**src/rtl/afg_pkg.sv**
```systemverilog
package afg_pkg;

    localparam int CHAR_W     = 8;
    localparam int PIPE_DEPTH = 3;

    typedef logic [CHAR_W-1:0] char_code_t;

    localparam char_code_t CODE_STX = 8'h02;
    localparam char_code_t CODE_ETX = 8'h03;

    // One character slot of the receive pipeline
    typedef struct packed {
        logic       vld;
        char_code_t code;
    } pipe_slot_t;

    // Arm-then-address handshake state
    typedef struct packed {
        logic armed;
        logic addressed;
    } gate_flags_t;

    function automatic logic slot_holds(input pipe_slot_t s, input char_code_t c);
        return s.vld && (s.code == c);
    endfunction

endpackage

```
**src/rtl/afg_addr_match.sv**
```systemverilog
module afg_addr_match #(
    parameter int W = afg_pkg::CHAR_W
) (
    input  logic [W-1:0] code,
    input  logic [W-1:0] own_code,
    input  logic [W-1:0] shared_code,
    output logic         hit
);
    always_comb begin
        hit = (code == own_code) || (code == shared_code);
    end
endmodule

```
**src/rtl/afg_char_pipe.sv**
```systemverilog
module afg_char_pipe
    import afg_pkg::*;
#(
    parameter int DEPTH = PIPE_DEPTH
) (
    input  logic       clk,
    input  logic       rst,
    input  logic       in_vld,
    input  char_code_t in_code,
    input  logic       advance,
    output pipe_slot_t head,
    output pipe_slot_t tail
);
    localparam int LAST = DEPTH - 1;

    for (genvar k = 0; k < DEPTH; k++) begin : g_stg
        pipe_slot_t q;
        if (k == 0) begin : g_entry
            // Entry stage loads every accepted character
            always_ff @(posedge clk) begin
                if (rst) begin
                    q <= '0;
                end else begin
                    q.vld <= in_vld;
                    if (in_vld) q.code <= in_code;
                end
            end
        end else begin : g_later
            // Later stages move only while the window lets them
            always_ff @(posedge clk) begin
                if (rst) begin
                    q <= '0;
                end else begin
                    q.vld <= g_stg[k-1].q.vld && advance;
                    if (g_stg[k-1].q.vld && advance) q.code <= g_stg[k-1].q.code;
                end
            end
        end
    end

    assign head = g_stg[0].q;
    assign tail = g_stg[LAST].q;
endmodule

```
**src/rtl/afg_gate_ctrl.sv**
```systemverilog
module afg_gate_ctrl
    import afg_pkg::*;
(
    input  logic       clk,
    input  logic       rst,
    input  logic       tx_active,
    input  pipe_slot_t head,
    input  pipe_slot_t tail,
    input  logic       addr_hit,
    output logic       rx_enable,
    output logic       advance
);
    gate_flags_t flags_q;
    gate_flags_t flags_d;
    logic        restart;
    logic        closing;
    logic        awaiting;

    always_comb begin
        restart   = slot_holds(head, CODE_STX);
        rx_enable = flags_q.armed && flags_q.addressed;
        closing   = slot_holds(tail, CODE_ETX) && rx_enable;
        awaiting  = flags_q.armed && !flags_q.addressed;
        advance   = rx_enable && !tx_active && !restart && !closing;
    end

    // Priority: transmit block, restart, end of frame, address decision
    always_comb begin
        flags_d = flags_q;
        if (tx_active) begin
            flags_d = '0;
        end else if (restart) begin
            flags_d.armed     = 1'b1;
            flags_d.addressed = 1'b0;
        end else if (closing) begin
            flags_d = '0;
        end else if (awaiting && head.vld) begin
            if (addr_hit) flags_d.addressed = 1'b1;
            else          flags_d = '0;
        end
    end

    always_ff @(posedge clk) begin
        if (rst) flags_q <= '0;
        else     flags_q <= flags_d;
    end
endmodule

```
**src/rtl/addr_frame_gate.sv**
```systemverilog
module addr_frame_gate
    import afg_pkg::*;
(
    input  logic              clk,
    input  logic              rst,
    input  logic [CHAR_W-1:0] rx_byte,
    input  logic              rx_valid,
    input  logic              tx_active,
    input  logic [CHAR_W-1:0] own_addr,
    input  logic [CHAR_W-1:0] bcast_addr,
    output logic [CHAR_W-1:0] out_byte,
    output logic              out_valid,
    output logic              rx_enable
);
    pipe_slot_t head;
    pipe_slot_t tail;
    logic       take;
    logic       advance;
    logic       addr_hit;

    assign take = rx_valid && !tx_active;

    afg_char_pipe #(.DEPTH(PIPE_DEPTH)) u_pipe (
        .clk     (clk),
        .rst     (rst),
        .in_vld  (take),
        .in_code (rx_byte),
        .advance (advance),
        .head    (head),
        .tail    (tail)
    );

    afg_addr_match #(.W(CHAR_W)) u_match (
        .code        (head.code),
        .own_code    (own_addr),
        .shared_code (bcast_addr),
        .hit         (addr_hit)
    );

    afg_gate_ctrl u_ctrl (
        .clk       (clk),
        .rst       (rst),
        .tx_active (tx_active),
        .head      (head),
        .tail      (tail),
        .addr_hit  (addr_hit),
        .rx_enable (rx_enable),
        .advance   (advance)
    );

    assign out_byte  = tail.code;
    assign out_valid = tail.vld;
endmodule

```
**config.mk**
```make
export PLATFORM = sky130hd
export DESIGN_NAME = addr_frame_gate
export DESIGN_NICKNAME = d
export VERILOG_FILES = /design/src/rtl/afg_pkg.sv /design/src/rtl/afg_addr_match.sv /design/src/rtl/afg_char_pipe.sv /design/src/rtl/afg_gate_ctrl.sv /design/src/rtl/addr_frame_gate.sv
export SDC_FILE = /design/constraint.sdc
export NUM_CORES = 1
export LEC_CHECK = 0
export BUFFER_PORTS_ARGS = -buffer_cell sky130_fd_sc_hd__buf_4
export CAP_MARGIN = 20
export CORE_AREA = 4 4 72 47
export DETAILED_ROUTE_END_ITERATION = 10
export DIE_AREA = 0 0 76 51
export PLACE_DENSITY = 0.81
export SLEW_MARGIN = 0
export SYNTH_ARGS = -nofsm -noshare
export SYNTH_HDL_FRONTEND = slang
export SYNTH_SLANG_ARGS = --single-unit
export TNS_END_PERCENT = 1
```
**constraint.sdc**
```tcl
create_clock -name clk -period 2.7 [get_ports clk]
set_input_delay 0.27 -clock clk [delete_from_list [all_inputs] [get_ports clk]]
set_output_delay 0.27 -clock clk [all_outputs]
set_load 0.005 [all_outputs]
```
## Word level (Yosys, flattened, before mapping)

Index checks and enable logic that the tools add are counted.

- Logic and storage cells: 39
- Bits of input ports: 28
- Output and inout bits: 10
- Register bits: 29

- Multiplexer cells: 5
- Reduce and logical (&&, ||, !) cells: 21
- Eq/ne operators: 5

Operator list:

| operator | number |
|---|---|
| equality test 8 x 2 -> 1 bit, second input constant | 2 |
| equality test 8 bit | 2 |
| logical AND 1 bit | 12 |
| two-way mux 2 bit | 3 |
| zero test 1 bit | 4 |
| OR reduction 4 bit | 1 |
| != test 3 x 1 -> 1 bit, second input constant | 1 |
| nonzero test 3 bit | 1 |
| two-way mux 1 bit | 2 |
| AND reduction 2 bit | 1 |
| OR reduction 2 bit | 1 |
| logical OR 1 bit | 1 |

## Depth between registers and ports, before layout

- Depth after elaboration: 6
- Depth in mapped cells: 4
- Depth with buffers taken out: 4

## Hierarchy

A second synthesis with hierarchy kept.

- Cell total of the unflattened synthesis: 134
- Area, all modules: 1405.1 µm²

By module, submodules not included:

| module | cells each | times used | sequential area each (µm²) | area an instance (µm²) |
|---|---|---|---|---|
| afg_char_pipe | 95 | 1 | 540.5 | 1047.3 |
| afg_gate_ctrl | 17 | 1 | 40.0 | 172.7 |
| afg_addr_match | 21 | 1 | 0.0 | 171.4 |
| addr_frame_gate | 1 | 1 | 0.0 | 13.8 |

## Worst setup path before layout

OpenSTA, ideal clock, no wires.

- Path kind: register -> register
- Start point: register u_pipe.g_stg[2].q (netlist bit u_pipe.tail[7])
- End point: register u_pipe.g_stg[1].q[0] (netlist bit)
- Slack: 1.216 ns
- Stages on the path, launching flop included: 5
- Library setup time: 0.072 ns
- Path buffers: 0
- Period minus slack after synthesis: 1.484 ns
- Arrival: 1.412 ns
- Required time: 2.628 ns
- Path through: dfxtp_1 and4b_1 and3_4 nor4_4 mux2i_1

- Longest elaborated chain between the ends: 6

RTL lines:

| what | line | source |
|---|---|---|
| start, declared | afg_char_pipe.sv:17 | `pipe_slot_t q;` |
| equality test 8 x 2 -> 1 bit | afg_pkg.sv:24 | `return s.vld && (s.code == c);` |
| logical AND 1 bit | afg_pkg.sv:24 |  |
| logical AND 1 bit | afg_gate_ctrl.sv:22 | `closing = slot_holds(tail, CODE_ETX) && rx_enable;` |
| zero test 1 bit | afg_gate_ctrl.sv:24 | `advance = rx_enable && !tx_active && !restart && !closing;` |
| logical AND 1 bit | afg_gate_ctrl.sv:24 |  |
| logical AND 1 bit | afg_char_pipe.sv:35 | `if (g_stg[k-1].q.vld && advance) q.code <= g_stg[k-1].q.code;` |
| end, declared | afg_char_pipe.sv:17 |  |

Every way passes these cells.
A chain may end at the register's enable or synchronous reset.

## Final worst setup path

- Start point: register, netlist name u_pipe.head[6]
- End point: register u_pipe.g_stg[1].q[4] (netlist bit)

- Longest elaborated chain between the ends: 6

RTL lines:

| what | line |
|---|---|
| equality test 8 x 2 -> 1 bit | afg_pkg.sv:24 |
| logical AND 1 bit | afg_pkg.sv:24 |
| zero test 1 bit | afg_gate_ctrl.sv:24 |
| logical AND 1 bit (2 in series) | afg_gate_ctrl.sv:24 |
| logical AND 1 bit | afg_char_pipe.sv:35 |

Every way passes these cells.

==> flow_metrics.py <==
metrics = {
    "floorplan": {
        "die_w_um": 76,
        "rows": 15,
        "initial_core_util_pct": 53.1,
        "die_y_um": 51,
        "core_area_um2": 2760,
        "io_pins": 38,
        "fp.dieArea_um2": 3880,
    },
    "pwr": {
        "leakagePower_nw": 0.815,
        "power_mw": 0.926,
        "power-per-cell-area_nw_per_um2": 495,
        "peakVddDrop_v": 0.000233,
    },
    "global_route": {
        "grt.met3_usage_pct": 6.34,
        "busiest_layer": "met2",
        "grt_first_pass_wirelength_um": 5210,
        "gr-total-overflow": 0,
        "grt_use_met1_pct": 22.6,
        "grt_max_degree": 35,
        "grt_pass1_vias": 1087,
        "grt_usage_pct": 17.5,
        "grt_use_met2_pct": 25.4,
        "antenna_found_initial": 0,
    },
    "drt": {
        "via_per_inst": 5.17,
        "wl_um": 3100,
        "final_antenna_net_count": 0,
        "avgRoutedWirePerCell_um": 14.1,
        "drc": 0,
        "vias": 1137,
        "firstDrtPassIters": 4,
        "first_iter_violations": 71,
    },
    "clock_tree": {
        "clk_pin_slew_ns": 0.06,
        "root_buffer": "clkbuf_8",
        "post_cts_buffers": 0,
        "clock_path_buffers": 2,
        "cts_sinks": 29,
        "cts_max_level": 2,
        "clk_latency_ns": 0.28,
        "cts_resized": 0,
        "cts_tree": "done",
        "numCtsBuffers": 5,
        "holdBufCountCts": 0,
    },
    "placed_design": {
        "gp_congestion": 0.819,
        "dp_hpwl_um": 2370,
        "numPortBuffers": 37,
    },
    "sta": {
        "tightest_slew_ns": 0.909,
        "rsz0062_at_grt": "no",
        "setup_violations": 0,
        "final_hold_viol_count": 0,
        "min_period_over_period_pct": 62.6,
        "fin_setup_tns_ns": 0,
        "period_minus_slack_ns": 1.69,
        "clock_skew_ns": 0.00636,
        "drv_slew": 0,
        "max-slew-margin-rel_pct": 39.3,
        "fmax_mhz": 591,
    },
    "synthesis": {
        "ys_top_cells_by_count": "dfxtp_1 (29), mux2i_1 (24), xor2_1 (16)",
        "ys_types": 32,
        "yosysSeqAreaShare_pct": 39.6,
        "ys_async_sr_fraction_pct": 0,
        "synth_edf_count": 0,
        "syn_inst": 145,
        "ys_ff_latch": 29,
        "syn_nets": 173,
        "synth_most_common_cell": "dfxtp_1",
        "syn_area_um2": 1470,
        "synth_top_area_share_pct": 39.6,
        "avgSynthCellArea_um2": 10.1,
        "synth_top_flop_cell": "dfxtp_1",
        "synth_top_cells_by_area": "dfxtp_1 (40%), mux2i_1 (16%), xor2_1 (9.6%)",
        "yosys.area.top_type": "dfxtp_1",
        "synth_warnings": 0,
    },
    "worst_setup_path": {
        "crit_buf_inv": 0,
        "setup.worst_path.class": "flip-flop to flip-flop",
        "r2r_start": "u_pipe.head[6]$_SDFFE_PP0P_",
        "cp-end-kind": "flip-flop",
        "reg2regPathDepth": 4,
        "crit_slowest_cell": "nor4_4",
        "r2r-end": "u_pipe.g_stg[1].q[4]$_SDFFE_PP0P_",
        "path_max_fanout": 8,
        "cp_top_family": "simple AND/OR/NAND/NOR gates",
        "critPathRequiredTime_ns": 2.91,
        "arrival_ns": 1.90,
        "rrSetupSlack_ns": 1.01,
        "cpPeakStageDelay_ns": 0.58,
        "cp_cell_sequence": "nor3_2 -> and4_4 -> nor4_4 -> mux2i_1",
        "start_kind": "flip-flop",
    },
    "job": {
        "cap_violations": 0,
    },
    "layout": {
        "multi_input_area_um2": 857,
        "fillCellCount": 219,
        "syn_to_final_growth_pct": 27.7,
        "regArea_um2": 581,
        "diodes": 0,
        "nets": 213,
        "drive_gt1_share_pct": 34.4,
    },
    "worst_hold_path": {
        "worstHoldStart": "rx_valid",
        "min_to": "u_pipe.head[8]$_SDFF_PP0_",
        "hp-class": "primary input to flip-flop",
        "whs_path_depth": 2,
    },
    "status": {
        "status": "finished clean",
    },
}
==> layout by cell type (no fill, tap or decap), types with 4 or more instances in the layout <==
| cell type | instances |
|---|---|
| buf_4 | 37 |
| dfxtp_1 | 29 |
| mux2i_1 | 24 |
| xor2_1 | 16 |
| or2b_2 | 12 |
| nand2b_1 | 11 |
| nor2_1 | 11 |
| clkbuf_8 | 7 |
| nor4_1 | 4 |
==> per-stage QoR <==
| step | util, % | instance area [µm²] | hold WS, ns | setup slack (ns) | instances |
|---|---|---|---|---|---|
| after floorplan | - | 1470 | 0.392 | 1.22 | 145 |
| after global placement | 64.1 | 1770 | 0.464 | 1.12 | 212 |
| after global routing | 67.8 | 1870 | 0.206 | 0.914 | 220 |
| after CTS | 67.8 | 1870 | 0.189 | 1.00 | 220 |
| final | 67.8 | 1870 | 0.205 | 1.01 | 220 |
| after detailed placement | 64.1 | 1770 | 0.474 | 1.03 | 212 |
==> how the worst max path moves through the flow <==
stage | startpoint | end | slack, ns | cells past startpoint
after floorplan | u_pipe.tail[7]$_SDFFE_PP0P_ | u_pipe.g_stg[1].q[0]$_SDFFE_PP0P_ | 1.22 | 4
after global placement | u_pipe.head[6]$_SDFFE_PP0P_ | u_pipe.g_stg[1].q[1]$_SDFFE_PP0P_ | 1.12 | 4
after detailed placement | u_pipe.head[6]$_SDFFE_PP0P_ | u_pipe.g_stg[1].q[4]$_SDFFE_PP0P_ | 1.03 | 4
after CTS | u_pipe.head[6]$_SDFFE_PP0P_ | u_pipe.g_stg[1].q[4]$_SDFFE_PP0P_ | 1.00 | 4
after global routing | u_pipe.head[6]$_SDFFE_PP0P_ | u_pipe.g_stg[1].q[4]$_SDFFE_PP0P_ | 0.91 | 4
final | u_pipe.head[6]$_SDFFE_PP0P_ | u_pipe.g_stg[1].q[4]$_SDFFE_PP0P_ | 1.01 | 4
==> layout make-up <==
class	count	area share [%]
Tap cell	34	2.27
Clock buffer	7	5.15
Inverter	3	0.602
Multi-Input combinational cell	109	45.8
Clock inverter	1	0.268
Sequential cell	29	31.0
Timing Repair Buffer	37	14.8
==> flip-flops by register name (all words and copies together), names as in the netlist <==
register,flops
u_ctrl.flags_q,2
u_pipe.g_stg.q,9
u_pipe.tail,9
u_pipe.head,9
==> logic make-up after synthesis <==
logic type	after synthesis	share of synthesized area (%)
simple gates	64	30.3
flops	29	39.6
mux	24	16.4
xor+xnor	16	9.56
buf+inv	7	1.88
compound gates	5	2.22
==> per-layer routing <==
| layer | share of wire (%) | vias to the layer above |
|---|---|---|
| met1 | 49 | 508 |
| met5 | 0 | - |
| met2 | 41 | 41 |
| met4 | 2.6 | 0 |
| li1 | - | 579 |
| met3 | 6.7 | 9 |
==> where the power goes <==
part | leakage [nW] | switching (mW) | internal [mW]
clock network | 0.0542 | 0.167 | 0.230
registers | 0.235 | 0.0110 | 0.434
logic | 0.526 | 0.0334 | 0.0502
total | 0.815 | 0.212 | 0.715
(Power assumes the default switching activity.)
